$ cat src/rtl/dma_chan_pkg.sv
package dma_chan_pkg;
  typedef enum logic [1:0] {ENG_IDLE, ENG_FETCH, ENG_SEND} eng_state_t;

  localparam logic [1:0] RSEL_CTRL = 2'd0;
  localparam logic [1:0] RSEL_STAT = 2'd1;
  localparam logic [1:0] RSEL_SRC  = 2'd2;
  localparam logic [1:0] RSEL_LEN  = 2'd3;

  localparam int CB_RUN    = 0;
  localparam int CB_IOC_IE = 1;
  localparam int CB_ERR_IE = 2;

  localparam int SB_IDLE = 0;
  localparam int SB_HALT = 1;
  localparam int SB_IOC  = 2;
  localparam int SB_ERR  = 3;
endpackage

$ cat src/rtl/dma_chan_regs.sv
module dma_chan_regs
  import dma_chan_pkg::*;
#(
  parameter int AW = 32,
  parameter int LW = 16,
  parameter int DW = 32
) (
  input  logic          clk,
  input  logic          rst_n,
  input  logic          wr_en,
  input  logic [1:0]    wr_sel,
  input  logic [DW-1:0] wr_data,
  input  logic [1:0]    rd_sel,
  output logic [DW-1:0] rd_data,
  input  logic          eng_busy,
  input  logic          eng_done,
  input  logic          eng_halt,
  output logic          run_o,
  output logic          start_o,
  output logic [AW-1:0] src_o,
  output logic [LW-1:0] start_len_o,
  output logic          irq_o
);
  logic [2:0]    ctrl_q;
  logic [AW-1:0] src_q;
  logic [LW-1:0] len_q;
  logic          halt_q, ioc_q, err_q;
  logic          len_wr;

  assign len_wr      = wr_en && (wr_sel == RSEL_LEN);
  assign start_len_o = wr_data[LW-1:0];
  assign start_o     = len_wr && !eng_busy && ctrl_q[CB_RUN] && (start_len_o != '0);
  assign run_o       = ctrl_q[CB_RUN];
  assign src_o       = src_q;
  assign irq_o       = (ioc_q && ctrl_q[CB_IOC_IE]) || (err_q && ctrl_q[CB_ERR_IE]);

  always_ff @(posedge clk) begin
    if (!rst_n) begin
      ctrl_q <= '0;
      src_q  <= '0;
      len_q  <= '0;
      halt_q <= 1'b0;
      ioc_q  <= 1'b0;
      err_q  <= 1'b0;
    end else begin
      if (wr_en && wr_sel == RSEL_CTRL) ctrl_q <= wr_data[2:0];
      if (wr_en && wr_sel == RSEL_SRC)  src_q  <= wr_data[AW-1:0];
      if (wr_en && wr_sel == RSEL_STAT) begin
        if (wr_data[SB_IOC]) ioc_q <= 1'b0;
        if (wr_data[SB_ERR]) err_q <= 1'b0;
      end
      if (eng_done) ioc_q  <= 1'b1;
      if (eng_halt) halt_q <= 1'b1;
      if (len_wr && !eng_busy) begin
        len_q <= start_len_o;
        if (start_o) halt_q <= 1'b0;
        else         err_q  <= 1'b1;
      end
    end
  end

  always_comb begin
    rd_data = '0;
    case (rd_sel)
      RSEL_CTRL: rd_data[2:0] = ctrl_q;
      RSEL_STAT: begin
        rd_data[SB_IDLE] = !eng_busy;
        rd_data[SB_HALT] = halt_q;
        rd_data[SB_IOC]  = ioc_q;
        rd_data[SB_ERR]  = err_q;
      end
      RSEL_SRC:  rd_data[AW-1:0] = src_q;
      default:   rd_data[LW-1:0] = len_q;
    endcase
  end
endmodule

$ cat src/rtl/dma_chan_engine.sv
module dma_chan_engine
  import dma_chan_pkg::*;
#(
  parameter int AW = 32,
  parameter int LW = 16,
  parameter int DW = 32
) (
  input  logic            clk,
  input  logic            rst_n,
  input  logic            start,
  input  logic [AW-1:0]   src,
  input  logic [LW-1:0]   len,
  input  logic            run,
  output logic            busy,
  output logic            done,
  output logic            halt,
  output logic            mem_req,
  output logic [AW-1:0]   mem_addr,
  input  logic            mem_ack,
  input  logic [DW-1:0]   mem_rdata,
  output logic            tvalid,
  input  logic            tready,
  output logic [DW-1:0]   tdata,
  output logic [DW/8-1:0] tkeep,
  output logic            tlast
);
  localparam int BPB = DW / 8;

  eng_state_t    state_q;
  logic [AW-1:0] addr_q;
  logic [LW-1:0] rem_q;
  logic [DW-1:0] data_q;
  logic          beat_ok;

  assign busy     = (state_q != ENG_IDLE);
  assign mem_req  = (state_q == ENG_FETCH);
  assign mem_addr = addr_q;
  assign tvalid   = (state_q == ENG_SEND);
  assign tdata    = data_q;
  assign tlast    = (rem_q <= LW'(BPB));
  assign beat_ok  = tvalid && tready;
  assign done     = beat_ok && tlast;
  assign halt     = beat_ok && !tlast && !run;

  for (genvar i = 0; i < BPB; i++) begin : g_keep
    assign tkeep[i] = !tlast || (LW'(i) < rem_q);
  end

  always_ff @(posedge clk) begin
    if (!rst_n) begin
      state_q <= ENG_IDLE;
      addr_q  <= '0;
      rem_q   <= '0;
      data_q  <= '0;
    end else begin
      case (state_q)
        ENG_IDLE: if (start) begin
          addr_q  <= src & ~AW'(BPB - 1);
          rem_q   <= len;
          state_q <= ENG_FETCH;
        end
        ENG_FETCH: if (mem_ack) begin
          data_q  <= mem_rdata;
          state_q <= ENG_SEND;
        end
        ENG_SEND: if (beat_ok) begin
          if (tlast || !run) begin
            state_q <= ENG_IDLE;
          end else begin
            addr_q  <= addr_q + AW'(BPB);
            rem_q   <= rem_q - LW'(BPB);
            state_q <= ENG_FETCH;
          end
        end
        default: state_q <= ENG_IDLE;
      endcase
    end
  end
endmodule

$ cat src/rtl/mm2s_dma_chan.sv
module mm2s_dma_chan #(
  parameter int AW = 32,
  parameter int LW = 16,
  parameter int DW = 32
) (
  input  logic            clk,
  input  logic            rst_n,
  input  logic            reg_wr_en,
  input  logic [1:0]      reg_wr_sel,
  input  logic [DW-1:0]   reg_wr_data,
  input  logic [1:0]      reg_rd_sel,
  output logic [DW-1:0]   reg_rd_data,
  output logic            irq,
  output logic            mem_req,
  output logic [AW-1:0]   mem_addr,
  input  logic            mem_ack,
  input  logic [DW-1:0]   mem_rdata,
  output logic            m_tvalid,
  input  logic            m_tready,
  output logic [DW-1:0]   m_tdata,
  output logic [DW/8-1:0] m_tkeep,
  output logic            m_tlast
);
  logic          eng_busy, eng_done, eng_halt, run, start;
  logic [AW-1:0] src;
  logic [LW-1:0] start_len;

  dma_chan_regs #(.AW(AW), .LW(LW), .DW(DW)) u_regs (
    .clk, .rst_n,
    .wr_en(reg_wr_en), .wr_sel(reg_wr_sel), .wr_data(reg_wr_data),
    .rd_sel(reg_rd_sel), .rd_data(reg_rd_data),
    .eng_busy, .eng_done, .eng_halt,
    .run_o(run), .start_o(start), .src_o(src), .start_len_o(start_len),
    .irq_o(irq)
  );

  dma_chan_engine #(.AW(AW), .LW(LW), .DW(DW)) u_eng (
    .clk, .rst_n,
    .start, .src, .len(start_len), .run,
    .busy(eng_busy), .done(eng_done), .halt(eng_halt),
    .mem_req, .mem_addr, .mem_ack, .mem_rdata,
    .tvalid(m_tvalid), .tready(m_tready), .tdata(m_tdata),
    .tkeep(m_tkeep), .tlast(m_tlast)
  );
endmodule

$ cat config.mk
export PLATFORM = sky130hd
export DESIGN_NAME = mm2s_dma_chan
export DESIGN_NICKNAME = d
export VERILOG_FILES = /design/src/rtl/dma_chan_pkg.sv /design/src/rtl/dma_chan_regs.sv /design/src/rtl/dma_chan_engine.sv /design/src/rtl/mm2s_dma_chan.sv
export SDC_FILE = /design/constraint.sdc
export NUM_CORES = 1
export LEC_CHECK = 0
export CAP_MARGIN = 25
export CORE_UTILIZATION = 64
export DETAILED_ROUTE_END_ITERATION = 7
export DONT_BUFFER_PORTS = 1
export PLACE_DENSITY = 0.8
export REMOVE_ABC_BUFFERS = 1
export SLEW_MARGIN = 40
export SYNTH_ARGS = -nofsm -noshare
export SYNTH_HDL_FRONTEND = slang
export SYNTH_SLANG_ARGS = --single-unit
$ cat constraint.sdc
create_clock -name clk -period 2.2 [get_ports clk]
set_input_delay 0.33 -clock clk [delete_from_list [all_inputs] [get_ports clk]]
set_output_delay 0.33 -clock clk [all_outputs]
set_load 0.005 [all_outputs]
Word level (Yosys, flattened, before mapping). Index checks and enable logic that the tools add are counted.

Register bits: 136. Input bits: 73. Word-level logic and storage cells: 90.

$add $sub $neg: 2. Order comparisons: 5. Eq/ne operators: 11. Mux-type cells: 27. Reduce and logical (&&, ||, !) cells: 35.

Operators with widths (count): $mux W32 (3); $mux W16 (4); $pmux W32 S2 (1); $add A32 B3 Y32 const B (1); $lt A1 B16 Y1 const A (2); $lt A2 B16 Y1 const A (2); $pmux W16 S2 (1); $pmux W12 S2 (1); $le A16 B3 Y1 const B (1); $reduce_bool A16 Y1 (1); $sub A16 B3 Y16 const B (1); $logic_and A1 B1 Y1 (13); $mux W1 (11); $pmux W3 S3 (1); $eq A2 B2 Y1 const B (4); $reduce_bool A2 Y1 (4); $eq A2 B1 Y1 const B (3); $logic_not A2 Y1 (3); $logic_or A1 B1 Y1 (6); $mux W2 (3); $ne A2 B2 Y1 const B (3); $pmux W2 S3 (1); $reduce_and A2 Y1 (2); $reduce_and A4 Y1 (1); other kinds (5) (7).

Longest topological paths before layout.
Depth in word-level cells: 7. Gate-level depth with buffers: 9.

Cells and area by module. Synthesis repeated with hierarchy kept, for this count alone.

Cells, all modules: 880. Area total of the unflattened synthesis: 6686.4 um^2.

By module, submodules not included: dma_chan_engine (times used 1, cells each 569, area each 4195.3 um^2, sequential area each 1601.5 um^2); dma_chan_regs (times used 1, cells each 311, area each 2491.1 um^2, sequential area each 1081.0 um^2).

Least setup slack after synthesis. OpenSTA, ideal clock, no wires.

Path kind: reg-to-reg. Start point: register u_eng.rem_q[9]. End point: register u_eng.rem_q[15]. Library setup time: 59 ps. Arrival time: 1932 ps. Path slack: 209 ps. Cell stages (with the launch flop): 6. Buffers on the path: 0. Clock period less this slack: 1991 ps. Cell sequence: dfxtp_1 > or4_4 > or3_4 > or4_1 > a21oi_1 > a32o_2.

Word-level cells in the longest chain between the ends: 4. Elaborated cells on any way between the ends: 8. Classes of those cells: add/sub (1); order compare (1); eq/ne (1); mux (3); reduce/logical (2).

Ends and longest elaborated chain: start, declared (line dma_chan_engine.sv:31) `logic [LW-1:0] rem_q;`; start signal, assigned (line dma_chan_engine.sv:59) `rem_q <= len;`; start signal, assigned (line dma_chan_engine.sv:71) `rem_q <= rem_q - LW'(BPB);`; $sub A16 B3 Y16 or $le A16 B3 Y1 (tied branches) (line dma_chan_engine.sv:71, dma_chan_engine.sv:40); $mux W16 or $logic_or A1 B1 Y1 (tied branches) (line dma_chan_engine.sv:67) `if (tlast || !run) begin`; $mux W16 or $ne A2 B2 Y1 (tied branches); $pmux W16 S2 or $reduce_and A4 Y1 (tied branches).

Parallel ways exist; a longest one is shown, timed or not. The select of a mux whose other input is x is not followed. A chain may end at the register's enable or synchronous reset.

Worst setup path in the final report.
Start point: register u_eng.rem_q[3]. End point: output m_tkeep[0].

Word-level cells in the longest chain between the ends: 3. Elaborated cells on any way between the ends: 4. Classes of those cells: order compare (2); reduce/logical (2).

Ends and longest elaborated chain: $le A16 B3 Y1 (line dma_chan_engine.sv:40) `assign tlast = (rem_q <= LW'(BPB));`; $logic_not A1 Y1 (line dma_chan_engine.sv:46) `assign tkeep[i] = !tlast || (LW'(i) < rem_q);`; $logic_or A1 B1 Y1 * (line dma_chan_engine.sv:46); end, declared (line mm2s_dma_chan.sv:21) `output logic [DW/8-1:0] m_tkeep,`.

Every way passes the cells marked *; elsewhere a longest branch is shown, timed or not.

==> summary.md <==
| Metric | Value |
|---|---|
| Status | complete, but fails checks |
| Failing checks | negative setup slack |
| CTS HTree Levels | 4 |
| Post-synth top area cell | dfxtp_1 |
| Comb pwr share | 6.7% |
| Synth Area in Simple Gates | 26.64% |
| Crit path time final | 2.340 ns |
| Switching Share | 23.84% |
| Antenna violations before repair | 0 |
| Global-route wire length before repair | 36410 µm |
| Power share of the sequential group | 43.3% |
| Root buffer cell | clkbuf_8 |
| Most used flip-flop cell after synthesis | dfxtp_1 |
| Core Rows | 36 |
| Synth-to-layout area growth | 24.49% |
| Fin. Hold Viols | 0 |
| CTS tree | done |
| Number of global-route vias before repair | 7144 |
| Cell area after layout | 8338 µm² |
| I/O pins | 177 |
| Post-Syn Area | 6698 µm² |
| Unrepaired setup endpoints after global routing | true |
| GP Congestion | 0.9180 |
| GRT Total Usage | 42.21% |
| Net switching power | 1.373 mW |
| Critical-path maximum fanout | 4 |
| Hold depth | 2 |
| Clk slew on worst S/H paths | 0.06 ns |
| Metal-1 WL | 8491 µm |
| Register bit total from synthesis | 134 |
| Number of synthesized flops with an enable pin | 0 |
| Residual DRC count | 0 |
| Yosys Warn Count | 0 |
| Top Layer Used | met4 |
| Maximum VDD drop | 0.4916 mV |
| Crit. End Element | output pin |
| Slew margin rel. | 53.76% |
| Detail-routed net length per standard cell | 21.34 µm |
| Clk network pwr share | 50.0% |
| HPWL Detailed | 13290 µm |
| Type of origin of the critical path | flip-flop |
| Placed Area | 6927 µm² |
| Most common library cells after synthesis | nand2_1 (215), dfxtp_1 (134), a21oi_1 (104) |
| Worst-Margin Slew | 0.6921 ns |
| Critical path class | reg2out |
| DRT iter0 DRCs | 859 |
| Max cap viols | 0 |
| Share of synthesized cell area in full adder, half adder and majority cells | 0.7472% |
| Gr ovfl total | 0 |
| Layout cells sized above 1 | 13.97% |
| Worst-skew pair later-pin latency | 0.53 ns |
| R2R cell count | 9 |
| Maximum clock frequency | 0.4273 GHz |
| Post-Synth XOR/XNOR Area | 0% |
| Core Region | 9955 µm² |
| Sequential cell area fraction in the yosys report | 40.05% |
| Mux cell area share after synthesis | 3.867% |
| Final setup viols | 7 |
| Antenna Nets Post-Route | 0 |
| Leak Pwr | 2.999 nW |
| Worst Hold Class | in2reg |
| Top cell type's share of synthesized area | 40.05% |
| Syn Area/Cell | 7.779 µm² |
| Main combinational cell family by area after synthesis | simple AND/OR/NAND/NOR gates |
| Largest net degree at the start of global routing | 81 |
| Compound-Gate Fraction of Synth Area | 23.18% |
| Hold Slack | 0.002455 ns |
| DIE WIDTH | 104.3 µm |
| Starting Density | 67.28% |
| Port buffer count | 0 |
| Pwr Density | 690.9 nW/µm² |
| Post-Syn Instances | 861 |
| Via count | 7257 |
| Post-synth cell types | 62 |
| DRT Wirelength | 23000 µm |
| Period utilisation layout | 106.4% |
| Share of flip-flops with an asynchronous set or reset | 0% |
| WP data required | 1.87 ns |
| Die Ht | 104.3 µm |
| WL met3 | 2524 µm |
| Final WS setup | -0.1403 ns |
| Pins over their slew limit | 0 |
| Nets | 1009 |
| Critical Path AT | 2.01 ns |
| Num Clock Sinks | 134 |
| Most common cell in the netlist | nand2_1 |
| Top cells by area, synth | dfxtp_1 (40%), nand2_1 (12%), a21oi_1 (7.8%), clkbuf_1 (3.0%), mux2i_1 (2.7%) |
| CTS Buffer Depth | 2 |
| Internal power | 4.388 mW |
| Clock Skew | 0.009191 ns |
| Fill cells | 581 |
| Pre-Repair DR Iteration Count | 6 |
| Die Area | 10880 µm² |
| Antenna Cells | 0 |
| CTS Buf Count | 17 |
| Vias per std cell | 6.732 |
| Met2 wire len | 10880 µm |
-- sequential cells by signal, summed over array words and instances, names as in the netlist --
register        count
u_eng.tdata        32
u_regs.src_o       32
u_eng.mem_addr     30
u_eng.rem_q        16
u_regs.len_q       16
u_regs.ctrl_q       3
u_eng.state_q       2
u_regs.err_q        1
u_regs.halt_q       1
u_regs.ioc_q        1
-- logic make-up after synthesis --
| logic type | after synthesis |
|---|---|
| and+or+nand+nor | 382 |
| buffers and inverters | 78 |
| muxes | 22 |
| DFF | 134 |
| other | 1 |
| adders and majority gates | 4 |
| AOI/OAI and AO/OA | 240 |
-- worst paths after layout --
path | start | end | slack (ns)
setup / recovery | u_eng.rem_q[3] | m_tkeep[0] | -0.14
hold reg to reg | u_regs.len_q[1] | u_regs.len_q[1] | 0.46
setup reg to reg | u_eng.rem_q[3] | u_eng.mem_addr[27] | -0.10
hold / removal | mem_ack | u_eng.state_q[0] | 0.002
-- power by group through the flow --
stage	combinational, mW	sequential, mW	clock (mW)
2_1_floorplan	0.161	2.53	0
3_3_place_gp	0.230	2.54	0
3_5_place_dp	0.236	2.54	0
4_1_cts	0.363	2.49	2.86
5_1_grt	0.412	2.50	2.98
6_report	0.387	2.49	2.88
-- placed cells by master (no fill, tap or decap), types with 3 or more instances in the layout --
cell type,synthesis,final
a211o_1,4,4
a211oi_1,9,9
a21oi_1,104,104
a22o_1,3,3
a311oi_1,3,3
a31o_2,10,10
a31oi_1,19,19
a32o_1,12,12
and2_1,25,25
and3_1,15,15
and4_1,5,5
buf_4,2,52
bufinv_16,0,3
clkbuf_16,0,16
clkinv_2,0,3
clkinv_4,0,3
clkinvlp_4,0,3
dfxtp_1,134,129
dfxtp_2,0,5
dlygate4sd3_1,0,65
inv_1,5,4
inv_6,0,3
mux2i_1,18,18
mux4_2,3,3
nand2_1,215,213
nand3_1,23,23
nand4_1,13,13
nor2_1,25,23
nor2b_1,15,15
nor3_1,14,13
nor3b_1,5,4
nor4_1,10,9
o211ai_1,5,5
o21ai_0,23,22
o311a_1,4,4
o31ai_1,16,16
o32ai_1,10,10
o41ai_1,3,3
-- stage by stage --
| step | instances | total power [mW] | util (%) | TNS, ns | setup slack, ns |
|---|---|---|---|---|---|
| after floorplan | 791 | 2.696 | - | -68.68 | -1.713 |
| after global placement | 974 | 2.773 | 69.53 | -2.208 | -0.1205 |
| after detailed placement | 974 | 2.781 | 69.58 | 0 | 0.1181 |
| after CTS | 1075 | 5.715 | 83.12 | -0.2500 | -0.1148 |
| after global routing | 1078 | 5.889 | 83.76 | -1.169 | -0.2009 |
| final | 1078 | 5.761 | 83.76 | -0.6244 | -0.1403 |
-- critical path, stage by stage, from the launching register on --
cell and delay (ns):
dfxtp_2 0.34, inv_4 0.07, ha_4 0.12, nor3b_4 0.20, o2111ai_2 0.15, nor2_2 0.15, nand2_2 0.10, or3_4 0.35
-- routing by layer --
layer	vias up	track usage (%)
met1	3396	48.69
li1	3231	-
met3	115	11.78
met2	515	70.15
met4	0	23.78
met5	-	0
-- repair_timing --
item | CTS | global route
hold endpoints to repair | 123 | 0
hold buffers | 66 | 0
endpoints found under the setup margin | 4 | 16
gates cloned | 0 | 1
pin swaps | 4 | 5
gates resized for setup | 16 | 12
setup buffers | 4 | 2
-- final cells by class --
| class | count | area [µm²] | share of cell area (%) |
|---|---|---|---|
| multi-input combinational | 651 | 3756 | 45.05 |
| sequential | 134 | 2689 | 32.25 |
| timing repair buffer | 121 | 1104 | 13.24 |
| clock buffer | 18 | 417.9 | 5.012 |
| clock inverter | 14 | 175.2 | 2.101 |
| tap | 133 | 166.4 | 1.996 |
| inverter | 7 | 30.03 | 0.3601 |
No activity file was read; power rests on OpenSTA's default activity.
